File: src/rtl/iq_rsz_pkg.sv
package iq_rsz_pkg;
  typedef enum logic [1:0] {
    RSZ_HOLD   = 2'd0,
    RSZ_GROW   = 2'd1,
    RSZ_SHRINK = 2'd2
  } rsz_act_e;
endpackage

File: src/rtl/rsz_quantum_timer.sv
module rsz_quantum_timer #(
  parameter int unsigned QLEN_W = 12,
  parameter int unsigned CNT_W  = 8
) (
  input  logic              clk_i,
  input  logic              rst_ni,
  input  logic [QLEN_W-1:0] qlen_i,
  input  logic [CNT_W-1:0]  thr_i,
  output logic              q_end_o,
  output logic [CNT_W-1:0]  thr_cur_o,
  output logic [QLEN_W-1:0] tmr_o
);
  logic              pend_q;
  logic [QLEN_W-1:0] len_q, tmr_q, len_eff;
  logic [CNT_W-1:0]  thr_q;

  // first quantum after reset uses the live inputs
  assign len_eff   = pend_q ? qlen_i : len_q;
  assign thr_cur_o = pend_q ? thr_i  : thr_q;
  assign q_end_o   = ({1'b0, tmr_q} + (QLEN_W+1)'(1)) >= {1'b0, len_eff};
  assign tmr_o     = tmr_q;

  always_ff @(posedge clk_i or negedge rst_ni) begin
    if (!rst_ni) begin
      pend_q <= 1'b1;
      len_q  <= '0;
      thr_q  <= '0;
      tmr_q  <= '0;
    end else begin
      pend_q <= 1'b0;
      if (q_end_o) begin
        tmr_q <= '0;
        len_q <= qlen_i;
        thr_q <= thr_i;
      end else begin
        tmr_q <= tmr_q + QLEN_W'(1);
        if (pend_q) begin
          len_q <= qlen_i;
          thr_q <= thr_i;
        end
      end
    end
  end
endmodule

File: src/rtl/rsz_commit_acc.sv
module rsz_commit_acc #(
  parameter int unsigned LANES = 4,
  parameter int unsigned CNT_W = 8
) (
  input  logic             clk_i,
  input  logic             rst_ni,
  input  logic [LANES-1:0] vld_i,
  input  logic [LANES-1:0] young_i,
  input  logic             clr_i,
  output logic [CNT_W-1:0] total_o,
  output logic [CNT_W-1:0] cnt_o
);
  localparam int unsigned INC_W = $clog2(LANES + 1);
  localparam logic [CNT_W:0] CNT_MAX = {1'b0, {CNT_W{1'b1}}};

  logic [CNT_W-1:0] cnt_q;
  logic [INC_W-1:0] inc;
  logic [CNT_W:0]   sum;

  always_comb begin
    inc = '0;
    for (int i = 0; i < LANES; i++) inc = inc + INC_W'(vld_i[i] & young_i[i]);
  end

  assign sum     = {1'b0, cnt_q} + (CNT_W+1)'(inc);
  assign total_o = (sum > CNT_MAX) ? {CNT_W{1'b1}} : sum[CNT_W-1:0];
  assign cnt_o   = cnt_q;

  always_ff @(posedge clk_i or negedge rst_ni) begin
    if (!rst_ni)    cnt_q <= '0;
    else if (clr_i) cnt_q <= '0;
    else            cnt_q <= total_o;
  end
endmodule

File: src/rtl/rsz_grow_sched.sv
module rsz_grow_sched #(
  parameter int unsigned PERIOD = 5
) (
  input  logic clk_i,
  input  logic rst_ni,
  input  logic q_end_i,
  output logic due_o,
  output logic [((PERIOD > 1) ? $clog2(PERIOD) : 1)-1:0] idx_o
);
  localparam int unsigned IDX_W = (PERIOD > 1) ? $clog2(PERIOD) : 1;
  localparam logic [IDX_W-1:0] LAST = IDX_W'(PERIOD - 1);

  logic [IDX_W-1:0] idx_q;

  assign due_o = q_end_i && (idx_q == LAST);
  assign idx_o = idx_q;

  always_ff @(posedge clk_i or negedge rst_ni) begin
    if (!rst_ni)      idx_q <= '0;
    else if (due_o)   idx_q <= '0;
    else if (q_end_i) idx_q <= idx_q + IDX_W'(1);
  end
endmodule

File: src/rtl/iq_resize_ctrl.sv
module iq_resize_ctrl #(
  parameter int unsigned LANES  = 4,
  parameter int unsigned CNT_W  = 8,
  parameter int unsigned QLEN_W = 12,
  parameter int unsigned PERIOD = 5
) (
  input  logic              clk_i,
  input  logic              rst_ni,
  input  logic [LANES-1:0]  commit_vld_i,
  input  logic [LANES-1:0]  commit_young_i,
  input  logic [QLEN_W-1:0] qlen_i,
  input  logic [CNT_W-1:0]  thr_i,
  output logic              grow_o,
  output logic              shrink_o
);
  import iq_rsz_pkg::*;
  localparam int unsigned IDX_W = (PERIOD > 1) ? $clog2(PERIOD) : 1;

  logic              q_end, grow_due;
  logic [CNT_W-1:0]  thr_cur, total, acc_cnt;
  logic [QLEN_W-1:0] tmr_cnt;
  logic [IDX_W-1:0]  grow_idx;
  rsz_act_e          act;
  logic              grow_q, shrink_q;

  rsz_quantum_timer #(.QLEN_W(QLEN_W), .CNT_W(CNT_W)) u_tmr (
    .clk_i, .rst_ni, .qlen_i, .thr_i,
    .q_end_o(q_end), .thr_cur_o(thr_cur), .tmr_o(tmr_cnt)
  );

  rsz_commit_acc #(.LANES(LANES), .CNT_W(CNT_W)) u_acc (
    .clk_i, .rst_ni, .vld_i(commit_vld_i), .young_i(commit_young_i),
    .clr_i(q_end), .total_o(total), .cnt_o(acc_cnt)
  );

  rsz_grow_sched #(.PERIOD(PERIOD)) u_sched (
    .clk_i, .rst_ni, .q_end_i(q_end), .due_o(grow_due), .idx_o(grow_idx)
  );

  // forced grow wins over a threshold shrink
  always_comb begin
    act = RSZ_HOLD;
    if (q_end) begin
      if (grow_due)             act = RSZ_GROW;
      else if (total < thr_cur) act = RSZ_SHRINK;
    end
  end

  always_ff @(posedge clk_i or negedge rst_ni) begin
    if (!rst_ni) begin
      grow_q   <= 1'b0;
      shrink_q <= 1'b0;
    end else begin
      grow_q   <= (act == RSZ_GROW);
      shrink_q <= (act == RSZ_SHRINK);
    end
  end

  assign grow_o   = grow_q;
  assign shrink_o = shrink_q;
endmodule

File: config.mk
export PLATFORM = sky130hd
export DESIGN_NAME = iq_resize_ctrl
export DESIGN_NICKNAME = d
export VERILOG_FILES = /design/src/rtl/iq_rsz_pkg.sv /design/src/rtl/rsz_quantum_timer.sv /design/src/rtl/rsz_commit_acc.sv /design/src/rtl/rsz_grow_sched.sv /design/src/rtl/iq_resize_ctrl.sv
export SDC_FILE = /design/constraint.sdc
export NUM_CORES = 1
export LEC_CHECK = 0
export BUFFER_PORTS_ARGS = -buffer_cell sky130_fd_sc_hd__buf_2
export CORE_MARGIN = 2
export CORE_UTILIZATION = 40
export DETAILED_ROUTE_END_ITERATION = 12
export PLACE_DENSITY = 0.58
export SYNTH_ARGS = -nofsm -noshare
export SYNTH_HDL_FRONTEND = slang
export SYNTH_SLANG_ARGS = --single-unit
File: constraint.sdc
create_clock -name clk_i -period 4.4 [get_ports clk_i]
set_input_delay 0.88 -clock clk_i [delete_from_list [all_inputs] [get_ports clk_i]]
set_output_delay 0.88 -clock clk_i [all_outputs]
set_load 0.03 [all_outputs]
==> flow_summary.html, run 1 <==
<table>
<tr><th>Metric</th><th>Value</th></tr>
<tr><th colspan="2">CTS</th></tr>
<tr><td>Buffers inserted by post-CTS timing repair</td><td>0</td></tr>
<tr><td>H-tree levels</td><td>2</td></tr>
<tr><td>Clock transition at the registers of the reported paths</td><td>0.09 ns</td></tr>
<tr><td>Total number of clock tree sinks</td><td>46</td></tr>
<tr><td>Clk Latency, worst-skew pair</td><td>0.30 ns</td></tr>
<tr><td>Clock root buffer</td><td>sky130_fd_sc_hd__clkbuf_8</td></tr>
<tr><td>CTS tree</td><td>done</td></tr>
<tr><td>CTS resizes</td><td>0</td></tr>
<tr><td>Number of buffers added to fix hold violations after cts</td><td>0</td></tr>
<tr><td>Clock buffer count from CTS</td><td>5</td></tr>
<tr><td>Largest buffer count on any clock path</td><td>2</td></tr>
<tr><th colspan="2">Critical path</th></tr>
<tr><td>Crit Path Max Fanout</td><td>2</td></tr>
<tr><td>Startpoint kind of the worst setup timing path</td><td>primary input</td></tr>
<tr><td>Capturing point of the worst reg2reg path</td><td>u_tmr.len_q[0]</td></tr>
<tr><td>Worst Setup End Kind</td><td>flip-flop</td></tr>
<tr><td>Critical path class</td><td>primary input to flip-flop</td></tr>
<tr><td>Data required time of the critical path</td><td>4.62 ns</td></tr>
<tr><td>R2R Setup Slk</td><td>1.11 ns</td></tr>
<tr><td>Number of cells on the worst reg-to-reg path</td><td>10</td></tr>
<tr><td>Worst reg2reg startpoint</td><td>u_tmr.tmr_o[0]</td></tr>
<tr><td>Crit path arrival time</td><td>4.29 ns</td></tr>
<tr><th colspan="2">Layout</th></tr>
<tr><td>Proportion of layout cells with a drive suffix above 1</td><td>0.2215</td></tr>
<tr><td>Net count, final</td><td>356</td></tr>
<tr><td>Fillers</td><td>658</td></tr>
<tr><td>FF+latch area</td><td>1152 um^2</td></tr>
<tr><td>Non-filler cells, final</td><td>378</td></tr>
<tr><td>Diode insertion count for antenna repair</td><td>0</td></tr>
<tr><td>Multi-input gate area in the final layout</td><td>1528 um^2</td></tr>
<tr><td>Core occupancy in the finished layout</td><td>0.4611</td></tr>
<tr><td>Layout area overhead</td><td>12.55%</td></tr>
<tr><th colspan="2">Floorplanning</th></tr>
<tr><td>Overall die area</td><td>7561 um^2</td></tr>
<tr><td>Height of the die</td><td>86.96 um</td></tr>
<tr><td>Horizontal extent of the die</td><td>86.96 um</td></tr>
<tr><td>Boundary Pins</td><td>32</td></tr>
<tr><td>Initial cell density of the core</td><td>0.4097</td></tr>
<tr><td>Number of rows in the core area</td><td>30</td></tr>
<tr><td>Core ar.</td><td>6719 um^2</td></tr>
<tr><th colspan="2">Timing</th></tr>
<tr><td>Worst-case clock skew</td><td>0.01109 ns</td></tr>
<tr><td>Number of failing setup endpoints in the final timing report</td><td>0</td></tr>
<tr><td>Hold violation count in the final report</td><td>0</td></tr>
<tr><td>Post-layout minimum cycle time</td><td>4.066 ns</td></tr>
<tr><td>Worst-Margin Slew</td><td>1.033 ns</td></tr>
<tr><td>Headroom to the max-slew limit</td><td>0.3115</td></tr>
<tr><td>Least setup slack across all paths after layout</td><td>0.3338 ns</td></tr>
<tr><td>Setup repair after global routing missed its margin</td><td>false</td></tr>
<tr><td>Worst hold slack across all endpoints</td><td>0.5127 ns</td></tr>
<tr><td>Pins Over Slew Limit</td><td>0</td></tr>
<tr><td>Max Freq</td><td>245.9 MHz</td></tr>
<tr><td>Period Utilization, post-route</td><td>0.9241</td></tr>
<tr><th colspan="2">Placed design</th></tr>
<tr><td>Number of buffer cells added on primary ports</td><td>31</td></tr>
<tr><td>Setup slack at placement</td><td>-0.008126 ns</td></tr>
<tr><td>Weighted congestion at the end of routability-driven global placement</td><td>0.7972</td></tr>
<tr><td>Placed Cells incl. Taps</td><td>370</td></tr>
<tr><td>HPWL reported at the end of detailed placement</td><td>4141 um</td></tr>
<tr><th colspan="2">Min path</th></tr>
<tr><td>Class of the tightest hold or removal check</td><td>flip-flop to flip-flop</td></tr>
<tr><td>Destination of the worst hold path</td><td>u_tmr.thr_q[0]</td></tr>
<tr><td>Worst Hold Launch</td><td>u_tmr.thr_q[0]</td></tr>
<tr><td>Count of cells along the worst hold path</td><td>1</td></tr>
<tr><th colspan="2">Routing</th></tr>
<tr><td>Number of DRC markers in iteration 0</td><td>57</td></tr>
<tr><td>Residual antenna-violating net count after detailed routing</td><td>0</td></tr>
<tr><td>TritonRoute pass-1 iters</td><td>4</td></tr>
<tr><td>Total Wirelength</td><td>5673 um</td></tr>
<tr><td>Count of vias placed by the detailed router</td><td>2013</td></tr>
<tr><td>Remaining DRCs</td><td>0</td></tr>
<tr><td>Routed length per instance</td><td>15.01 um</td></tr>
<tr><td>Avg Vias per Cell</td><td>5.325</td></tr>
<tr><th colspan="2">Logic synthesis</th></tr>
<tr><td>EDFF count, synth</td><td>0</td></tr>
<tr><td>Post-Synthesis Cell Area</td><td>2753 um^2</td></tr>
<tr><td>Synthesized flop and latch total</td><td>46</td></tr>
<tr><td>Syn Inst Count</td><td>262</td></tr>
<tr><td>Biggest area contributors in the synthesized netlist</td><td>sky130_fd_sc_hd__dfrtp_1 (41%), sky130_fd_sc_hd__ha_1 (12%), sky130_fd_sc_hd__mux2i_1 (6.9%)</td></tr>
<tr><td>Ranking of synthesized cells by instance count</td><td>sky130_fd_sc_hd__dfrtp_1 (45), sky130_fd_sc_hd__o21ai_0 (29), sky130_fd_sc_hd__ha_1 (27)</td></tr>
<tr><td>Most frequent cell after synthesis</td><td>sky130_fd_sc_hd__dfrtp_1</td></tr>
<tr><td>Net Count, Synth</td><td>321</td></tr>
<tr><td>Count of different cell masters after synthesis</td><td>43</td></tr>
<tr><td>Yosys top cell by area</td><td>sky130_fd_sc_hd__dfrtp_1</td></tr>
<tr><td>Average cell area after synthesis</td><td>10.51 um^2</td></tr>
<tr><td>Post-synth ARST share</td><td>1.000</td></tr>
<tr><td>Part of the Yosys area used for sequential elements</td><td>0.4186</td></tr>
<tr><td>Primary FF master, synth</td><td>sky130_fd_sc_hd__dfrtp_1</td></tr>
<tr><td>Synthesis Warnings</td><td>0</td></tr>
<tr><td>Area fraction of the dominant cell type after synthesis</td><td>0.4091</td></tr>
<tr><th colspan="2">Power and ir drop</th></tr>
<tr><td>Total power of the final layout</td><td>1.500 mW</td></tr>
<tr><td>Maximum resistive drop on vdd</td><td>0.2501 mV</td></tr>
<tr><td>Leakage</td><td>1.486 nW</td></tr>
<tr><td>Pwr dens</td><td>484.3 nW/um^2</td></tr>
<tr><th colspan="2">Global route</th></tr>
<tr><td>GRT Total Usage</td><td>0.1661</td></tr>
<tr><td>Largest net degree at the start of global routing</td><td>47</td></tr>
<tr><td>Vias in the first global route</td><td>2018</td></tr>
<tr><td>Global-route wire length before repair</td><td>9653 um</td></tr>
<tr><td>Overflow left after global routing</td><td>0</td></tr>
<tr><td>Antenna violations before repair</td><td>0</td></tr>
<tr><th colspan="2">Outcome</th></tr>
<tr><td>Outcome</td><td>finished clean</td></tr>
<tr><th colspan="2">Flow run</th></tr>
<tr><td>Count of max-cap constraint violations</td><td>0</td></tr>
</table>
[per-layer routing]
metal  track usage  vias up  wire length, um
li1              -      999                -
met1        0.2344      988             2896
met2        0.2616       24             2588
met3       0.02749        2              138
met4       0.05114        0               49
met5             0        -                0
[layout make-up]
cell class,instances,area share
clock inverters,2,0.004039
well taps,80,0.03231
inverters,4,0.004847
repair buffers,38,0.06704
multi-input cells,202,0.4931
clock buffers,6,0.02666
flip-flops and latches,46,0.3720
[placed cells by master (no fill, tap or decap), types with 6 or more instances in the layout]
master	instances
sky130_fd_sc_hd__o21ai_0	29
sky130_fd_sc_hd__ha_1	27
sky130_fd_sc_hd__nand2_1	12
sky130_fd_sc_hd__buf_2	31
sky130_fd_sc_hd__buf_4	7
sky130_fd_sc_hd__mux2i_1	19
sky130_fd_sc_hd__clkbuf_8	6
sky130_fd_sc_hd__nand3_1	10
sky130_fd_sc_hd__dfrtp_1	45
sky130_fd_sc_hd__xnor2_1	9
sky130_fd_sc_hd__a21oi_1	9
sky130_fd_sc_hd__o21ai_2	10
sky130_fd_sc_hd__and2_1	17
sky130_fd_sc_hd__nor2_1	12
[cells by family after synthesis]
kind of cell | after synthesis | share of synthesized area
buffers and inverters | 14 | 0.02636
AO/OA/AOI/OAI | 67 | 0.1600
XOR/XNOR | 14 | 0.04455
other | 1 | 0.001362
flip-flops | 46 | 0.4186
AND/OR/NAND/NOR | 69 | 0.1305
adder cells (fa/ha/maj) | 29 | 0.1373
multiplexers | 22 | 0.08136
[registers in the layout (all words and copies together), names as in the netlist]
name and flops:
u_acc.cnt_o 8, u_tmr.pend_q 1, u_tmr.thr_q 8, grow_o 1, shrink_o 1, u_tmr.tmr_o 12, u_sched.idx_o 3, u_tmr.len_q 12
[report_power, final]
group | leakage (nW) | switching [mW] | internal (mW)
registers | 0.563 | 0.0798 | 0.533
logic | 0.876 | 0.313 | 0.303
clock network | 0.0472 | 0.144 | 0.126
total | 1.49 | 0.538 | 0.963
[worst max-delay path, cell delays in order]
cell	delay (ns)
sky130_fd_sc_hd__buf_2	0.07
sky130_fd_sc_hd__nand2_1	0.06
sky130_fd_sc_hd__fa_1	0.54
sky130_fd_sc_hd__inv_1	0.04
sky130_fd_sc_hd__ha_1	0.19
sky130_fd_sc_hd__ha_1	0.31
sky130_fd_sc_hd__fa_1	0.42
sky130_fd_sc_hd__a21oi_1	0.20
sky130_fd_sc_hd__nor2_1	0.07
sky130_fd_sc_hd__and3_1	0.19
sky130_fd_sc_hd__or2_2	0.30
sky130_fd_sc_hd__ha_1	0.30
sky130_fd_sc_hd__a2111oi_0	0.39
sky130_fd_sc_hd__a211oi_1	0.13
sky130_fd_sc_hd__nor3_1	0.16
[how the worst max path moves through the flow]
stage                            startpoint       end  slack [ns]
after floorplan             commit_vld_i[3]  shrink_o        0.13
after global placement      commit_vld_i[3]  shrink_o        0.06
after detailed placement    commit_vld_i[3]  shrink_o      -0.008
after CTS                   commit_vld_i[3]  shrink_o        0.30
after global routing      commit_young_i[3]  shrink_o        0.06
final                       commit_vld_i[3]  shrink_o        0.33
[metrics by stage]
| stage | area (um^2) | setup TNS (ns) |
|---|---|---|
| after floorplan | 2753 | 0 |
| after global placement | 3003 | 0 |
| after detailed placement | 3003 | -0.008126 |
| after CTS | 3098 | 0 |
| after global routing | 3098 | 0 |
| final | 3098 | 0 |
(Power assumes the default switching activity.)
==> run 2, diff against run 1 <==
--- a/config.mk
+++ b/config.mk
@@ -7,9 +7,10 @@
 export LEC_CHECK = 0
 export BUFFER_PORTS_ARGS = -buffer_cell sky130_fd_sc_hd__buf_2
 export CORE_MARGIN = 2
-export CORE_UTILIZATION = 40
+export CORE_UTILIZATION = 58
 export DETAILED_ROUTE_END_ITERATION = 12
-export PLACE_DENSITY = 0.58
+export PLACE_DENSITY = 0.79
 export SYNTH_ARGS = -nofsm -noshare
 export SYNTH_HDL_FRONTEND = slang
+export SYNTH_HIERARCHICAL = 1
 export SYNTH_SLANG_ARGS = --single-unit
==> constraint.sdc (replaced) <==
create_clock -name clk_i -period 5.3 [get_ports clk_i]
set_input_delay 1.06 -clock clk_i [delete_from_list [all_inputs] [get_ports clk_i]]
set_output_delay 1.06 -clock clk_i [all_outputs]
set_load 0.03 [all_outputs]
==> run 2 against run 1 <==
  * Clock skew fell by 0.0041 ns
  * Highest routed layer unchanged
  * Power decreased by 15%
  * Worst setup slack better by 1.1 ns
  * Sequential share of layout area is 1.0 points lower
  * Largest cell class unchanged
==> flow_summary.html, run 2 <==
<table>
<tr><th>Metric</th><th>Value</th></tr>
<tr><th colspan="2">Outcome</th></tr>
<tr><td>Outcome</td><td>finished clean</td></tr>
<tr><th colspan="2">CTS</th></tr>
<tr><td>CTS tree</td><td>done</td></tr>
<tr><td>Number of buffers added to fix hold violations after cts</td><td>0</td></tr>
<tr><td>H-tree levels</td><td>2</td></tr>
<tr><td>CTS resizes</td><td>0</td></tr>
<tr><td>Buffers inserted by post-CTS timing repair</td><td>0</td></tr>
<tr><td>Clock transition at the registers of the reported paths</td><td>0.09 ns</td></tr>
<tr><td>Clock root buffer</td><td>sky130_fd_sc_hd__clkbuf_8</td></tr>
<tr><td>Clock buffer count from CTS</td><td>5</td></tr>
<tr><td>Total number of clock tree sinks</td><td>46</td></tr>
<tr><td>Clk Latency, worst-skew pair</td><td>0.30 ns</td></tr>
<tr><td>Largest buffer count on any clock path</td><td>2</td></tr>
<tr><th colspan="2">Timing</th></tr>
<tr><td>Post-layout minimum cycle time</td><td>3.908 ns</td></tr>
<tr><td>Headroom to the max-slew limit</td><td>0.3191</td></tr>
<tr><td>Pins Over Slew Limit</td><td>0</td></tr>
<tr><td>Period Utilization, post-route</td><td>0.7373</td></tr>
<tr><td>Setup repair after global routing missed its margin</td><td>false</td></tr>
<tr><td>Hold violation count in the final report</td><td>0</td></tr>
<tr><td>Worst-case clock skew</td><td>0.006958 ns</td></tr>
<tr><td>Total negative slack for setup checks</td><td>0 ns</td></tr>
<tr><td>Worst-Margin Slew</td><td>1.021 ns</td></tr>
<tr><td>Worst hold slack across all endpoints</td><td>0.4998 ns</td></tr>
<tr><td>Number of failing setup endpoints in the final timing report</td><td>0</td></tr>
<tr><td>Max Freq</td><td>255.9 MHz</td></tr>
<tr><th colspan="2">Logic synthesis</th></tr>
<tr><td>Area fraction of the dominant cell type after synthesis</td><td>0.3908</td></tr>
<tr><td>Part of the Yosys area used for sequential elements</td><td>0.3999</td></tr>
<tr><td>Synthesized flop and latch total</td><td>46</td></tr>
<tr><td>Ranking of synthesized cells by instance count</td><td>sky130_fd_sc_hd__dfrtp_1 (45), sky130_fd_sc_hd__inv_1 (28), sky130_fd_sc_hd__ha_1 (27)</td></tr>
<tr><td>Biggest area contributors in the synthesized netlist</td><td>sky130_fd_sc_hd__dfrtp_1 (39%), sky130_fd_sc_hd__ha_1 (12%), sky130_fd_sc_hd__mux2i_1 (7.6%)</td></tr>
<tr><td>Average cell area after synthesis</td><td>10.79 um^2</td></tr>
<tr><td>Synthesis Warnings</td><td>6</td></tr>
<tr><td>EDFF count, synth</td><td>0</td></tr>
<tr><td>Syn Inst Count</td><td>267</td></tr>
<tr><td>Most frequent cell after synthesis</td><td>sky130_fd_sc_hd__dfrtp_1</td></tr>
<tr><td>Primary FF master, synth</td><td>sky130_fd_sc_hd__dfrtp_1</td></tr>
<tr><td>Net Count, Synth</td><td>326</td></tr>
<tr><td>Count of different cell masters after synthesis</td><td>47</td></tr>
<tr><td>Post-Synthesis Cell Area</td><td>2882 um^2</td></tr>
<tr><td>Yosys top cell by area</td><td>sky130_fd_sc_hd__dfrtp_1</td></tr>
<tr><td>Post-synth ARST share</td><td>1.000</td></tr>
<tr><th colspan="2">Critical path</th></tr>
<tr><td>Number of cells on the worst reg-to-reg path</td><td>12</td></tr>
<tr><td>Destination of the critical timing path</td><td>shrink_o</td></tr>
<tr><td>CP Depth</td><td>17</td></tr>
<tr><td>Most Frequent Cell on Critical Path</td><td>sky130_fd_sc_hd__ha_1</td></tr>
<tr><td>Data required time of the critical path</td><td>5.53 ns</td></tr>
<tr><td>Crit. Startpoint</td><td>commit_vld_i[0]</td></tr>
<tr><td>Worst reg2reg startpoint</td><td>u_tmr/pend_q</td></tr>
<tr><td>R2R Setup Slk</td><td>1.48 ns</td></tr>
<tr><td>Slowest CP cell</td><td>sky130_fd_sc_hd__fa_1</td></tr>
<tr><td>Cell Chain, Critical Path</td><td>buf_2, nand2_1, fa_1, inv_1, ha_1, ha_1, inv_1, fa_1, nor2b_4, or2_1, and4_4, nor2_1, ha_1, o21a_1, o211ai_1, a31oi_1, nor2_1</td></tr>
<tr><td>Critical path class</td><td>primary input to flip-flop</td></tr>
<tr><td>Capturing point of the worst reg2reg path</td><td>shrink_o</td></tr>
<tr><td>Family with the most delay on the worst path</td><td>adder cells</td></tr>
<tr><td>Buf/Inv on CP</td><td>3</td></tr>
<tr><td>Crit Path Max Fanout</td><td>3</td></tr>
<tr><td>Delay contributed by the slowest stage of the critical path</td><td>0.54 ns</td></tr>
<tr><td>Startpoint kind of the worst setup timing path</td><td>primary input</td></tr>
<tr><td>Crit path arrival time</td><td>4.14 ns</td></tr>
<tr><td>Worst Setup End Kind</td><td>flip-flop</td></tr>
<tr><th colspan="2">Placed design</th></tr>
<tr><td>HPWL reported at the end of detailed placement</td><td>3479 um</td></tr>
<tr><td>Post-detailed-placement cell area</td><td>3090 um^2</td></tr>
<tr><td>Number of buffer cells added on primary ports</td><td>31</td></tr>
<tr><td>Placed Cells incl. Taps</td><td>360</td></tr>
<tr><td>Weighted congestion at the end of routability-driven global placement</td><td>0.7798</td></tr>
<tr><th colspan="2">Routing</th></tr>
<tr><td>Count of vias placed by the detailed router</td><td>1910</td></tr>
<tr><td>TritonRoute pass-1 iters</td><td>4</td></tr>
<tr><td>Routed length per instance</td><td>13.17 um</td></tr>
<tr><td>Avg Vias per Cell</td><td>5.190</td></tr>
<tr><td>Residual antenna-violating net count after detailed routing</td><td>0</td></tr>
<tr><td>Remaining DRCs</td><td>0</td></tr>
<tr><td>Total Wirelength</td><td>4845 um</td></tr>
<tr><td>Number of DRC markers in iteration 0</td><td>89</td></tr>
<tr><th colspan="2">Global route</th></tr>
<tr><td>GRT Total Usage</td><td>0.1996</td></tr>
<tr><td>Largest net degree at the start of global routing</td><td>47</td></tr>
<tr><td>Overflow left after global routing</td><td>0</td></tr>
<tr><td>Global-route wire length before repair</td><td>8507 um</td></tr>
<tr><td>Antenna violations before repair</td><td>0</td></tr>
<tr><td>Vias in the first global route</td><td>1961</td></tr>
<tr><th colspan="2">Power and ir drop</th></tr>
<tr><td>Maximum resistive drop on vdd</td><td>0.2069 mV</td></tr>
<tr><td>Leakage</td><td>1.685 nW</td></tr>
<tr><td>Pwr dens</td><td>400.5 nW/um^2</td></tr>
<tr><td>Total power of the final layout</td><td>1.276 mW</td></tr>
<tr><th colspan="2">Layout</th></tr>
<tr><td>Non-filler cells, final</td><td>368</td></tr>
<tr><td>Diode insertion count for antenna repair</td><td>0</td></tr>
<tr><td>Net count, final</td><td>359</td></tr>
<tr><td>Post-route cell area</td><td>3186 um^2</td></tr>
<tr><td>Proportion of layout cells with a drive suffix above 1</td><td>0.2492</td></tr>
<tr><td>Commonest cells after routing, fill and taps aside</td><td>sky130_fd_sc_hd__dfrtp_1 (45), sky130_fd_sc_hd__buf_2 (31), sky130_fd_sc_hd__inv_1 (28)</td></tr>
<tr><td>Layout area overhead</td><td>10.55%</td></tr>
<tr><td>Most frequent standard cell in the layout excluding fill and tap cells</td><td>sky130_fd_sc_hd__dfrtp_1</td></tr>
<tr><th colspan="2">Floorplanning</th></tr>
<tr><td>Boundary Pins</td><td>32</td></tr>
<tr><td>Horizontal extent of the die</td><td>74.49 um</td></tr>
<tr><td>Core ar.</td><td>4755 um^2</td></tr>
<tr><td>Height of the die</td><td>74.49 um</td></tr>
<tr><td>Number of rows in the core area</td><td>25</td></tr>
<tr><td>Overall die area</td><td>5548 um^2</td></tr>
<tr><td>Initial cell density of the core</td><td>0.6061</td></tr>
<tr><th colspan="2">Flow run</th></tr>
<tr><td>Count of max-cap constraint violations</td><td>0</td></tr>
<tr><th colspan="2">Min path</th></tr>
<tr><td>Worst Hold Launch</td><td>u_tmr/tmr_o[0]</td></tr>
<tr><td>Class of the tightest hold or removal check</td><td>flip-flop to flip-flop</td></tr>
</table>
## run 2: changes by cell type after synthesis, sizes merged, moves of 2 or more
cell | before | now
o21ai | 44 | 2
inv | 4 | 28
mux2 | 3 | 19
clkbuf | 5 | 0
nand2 | 12 | 17
and2 | 17 | 14
mux2i | 19 | 22
a2111oi | 2 | 0
a21o | 3 | 1
and4 | 1 | 3
nand3 | 10 | 12
nor3 | 3 | 5
o2111ai | 0 | 2
## run 2: stage by stage
| step | util | setup WS, ns |
|---|---|---|
| after floorplan | - | 1.345 |
| after global placement | 0.6500 | 1.156 |
| after detailed placement | 0.6500 | 1.057 |
| after CTS | 0.6700 | 1.383 |
| after global routing | 0.6700 | 1.189 |
| final | 0.6700 | 1.392 |
## run 2: worst min path at each step
| stage | end | slack [ns] | depth (start not counted) |
|---|---|---|---|
| floorplan | u_sched/idx_o[2] | 0.46 | 1 |
| global placement | u_sched/idx_o[2] | 0.48 | 1 |
| detailed placement | u_tmr/tmr_o[0] | 0.50 | 1 |
| CTS | u_tmr/tmr_o[0] | 0.51 | 1 |
| global route | u_tmr/tmr_o[0] | 0.53 | 1 |
| finish | u_tmr/tmr_o[0] | 0.50 | 1 |
## run 2: cell families after synthesis
kind of cell	count (synthesis)	synth area share
simple gates	77	0.1576
xor+xnor	13	0.03951
other cells	1	0.001301
mux	41	0.1611
fa+ha+maj	29	0.1311
buf+inv	34	0.04950
flops	46	0.3999
compound gates	26	0.05992
## run 2: cell type report
cell class	instances	area, um^2
inverter	28	105.1
fill	390	1569
clock buffer	6	82.58
timing repair buffer	32	162.7
sequential	46	1152
tap	67	83.83
clock inverter	2	12.51
multi-input combinational	187	1587
## run 2: per-layer routing
| layer | GRT usage | up-vias | share of wire |
|---|---|---|---|
| li1 | - | 974 | - |
| met1 | 0.2739 | 899 | 0.51 |
| met2 | 0.3274 | 32 | 0.45 |
| met3 | 0.04065 | 5 | 0.032 |
| met4 | 0.04762 | 0 | 0.0097 |
| met5 | 0 | - | 0 |
## run 2: power breakdown
group / internal (mW) / total, mW / switching [mW]
clock: 0.105 / 0.223 / 0.119
combinational: 0.265 / 0.543 / 0.279
sequential: 0.442 / 0.509 / 0.0670
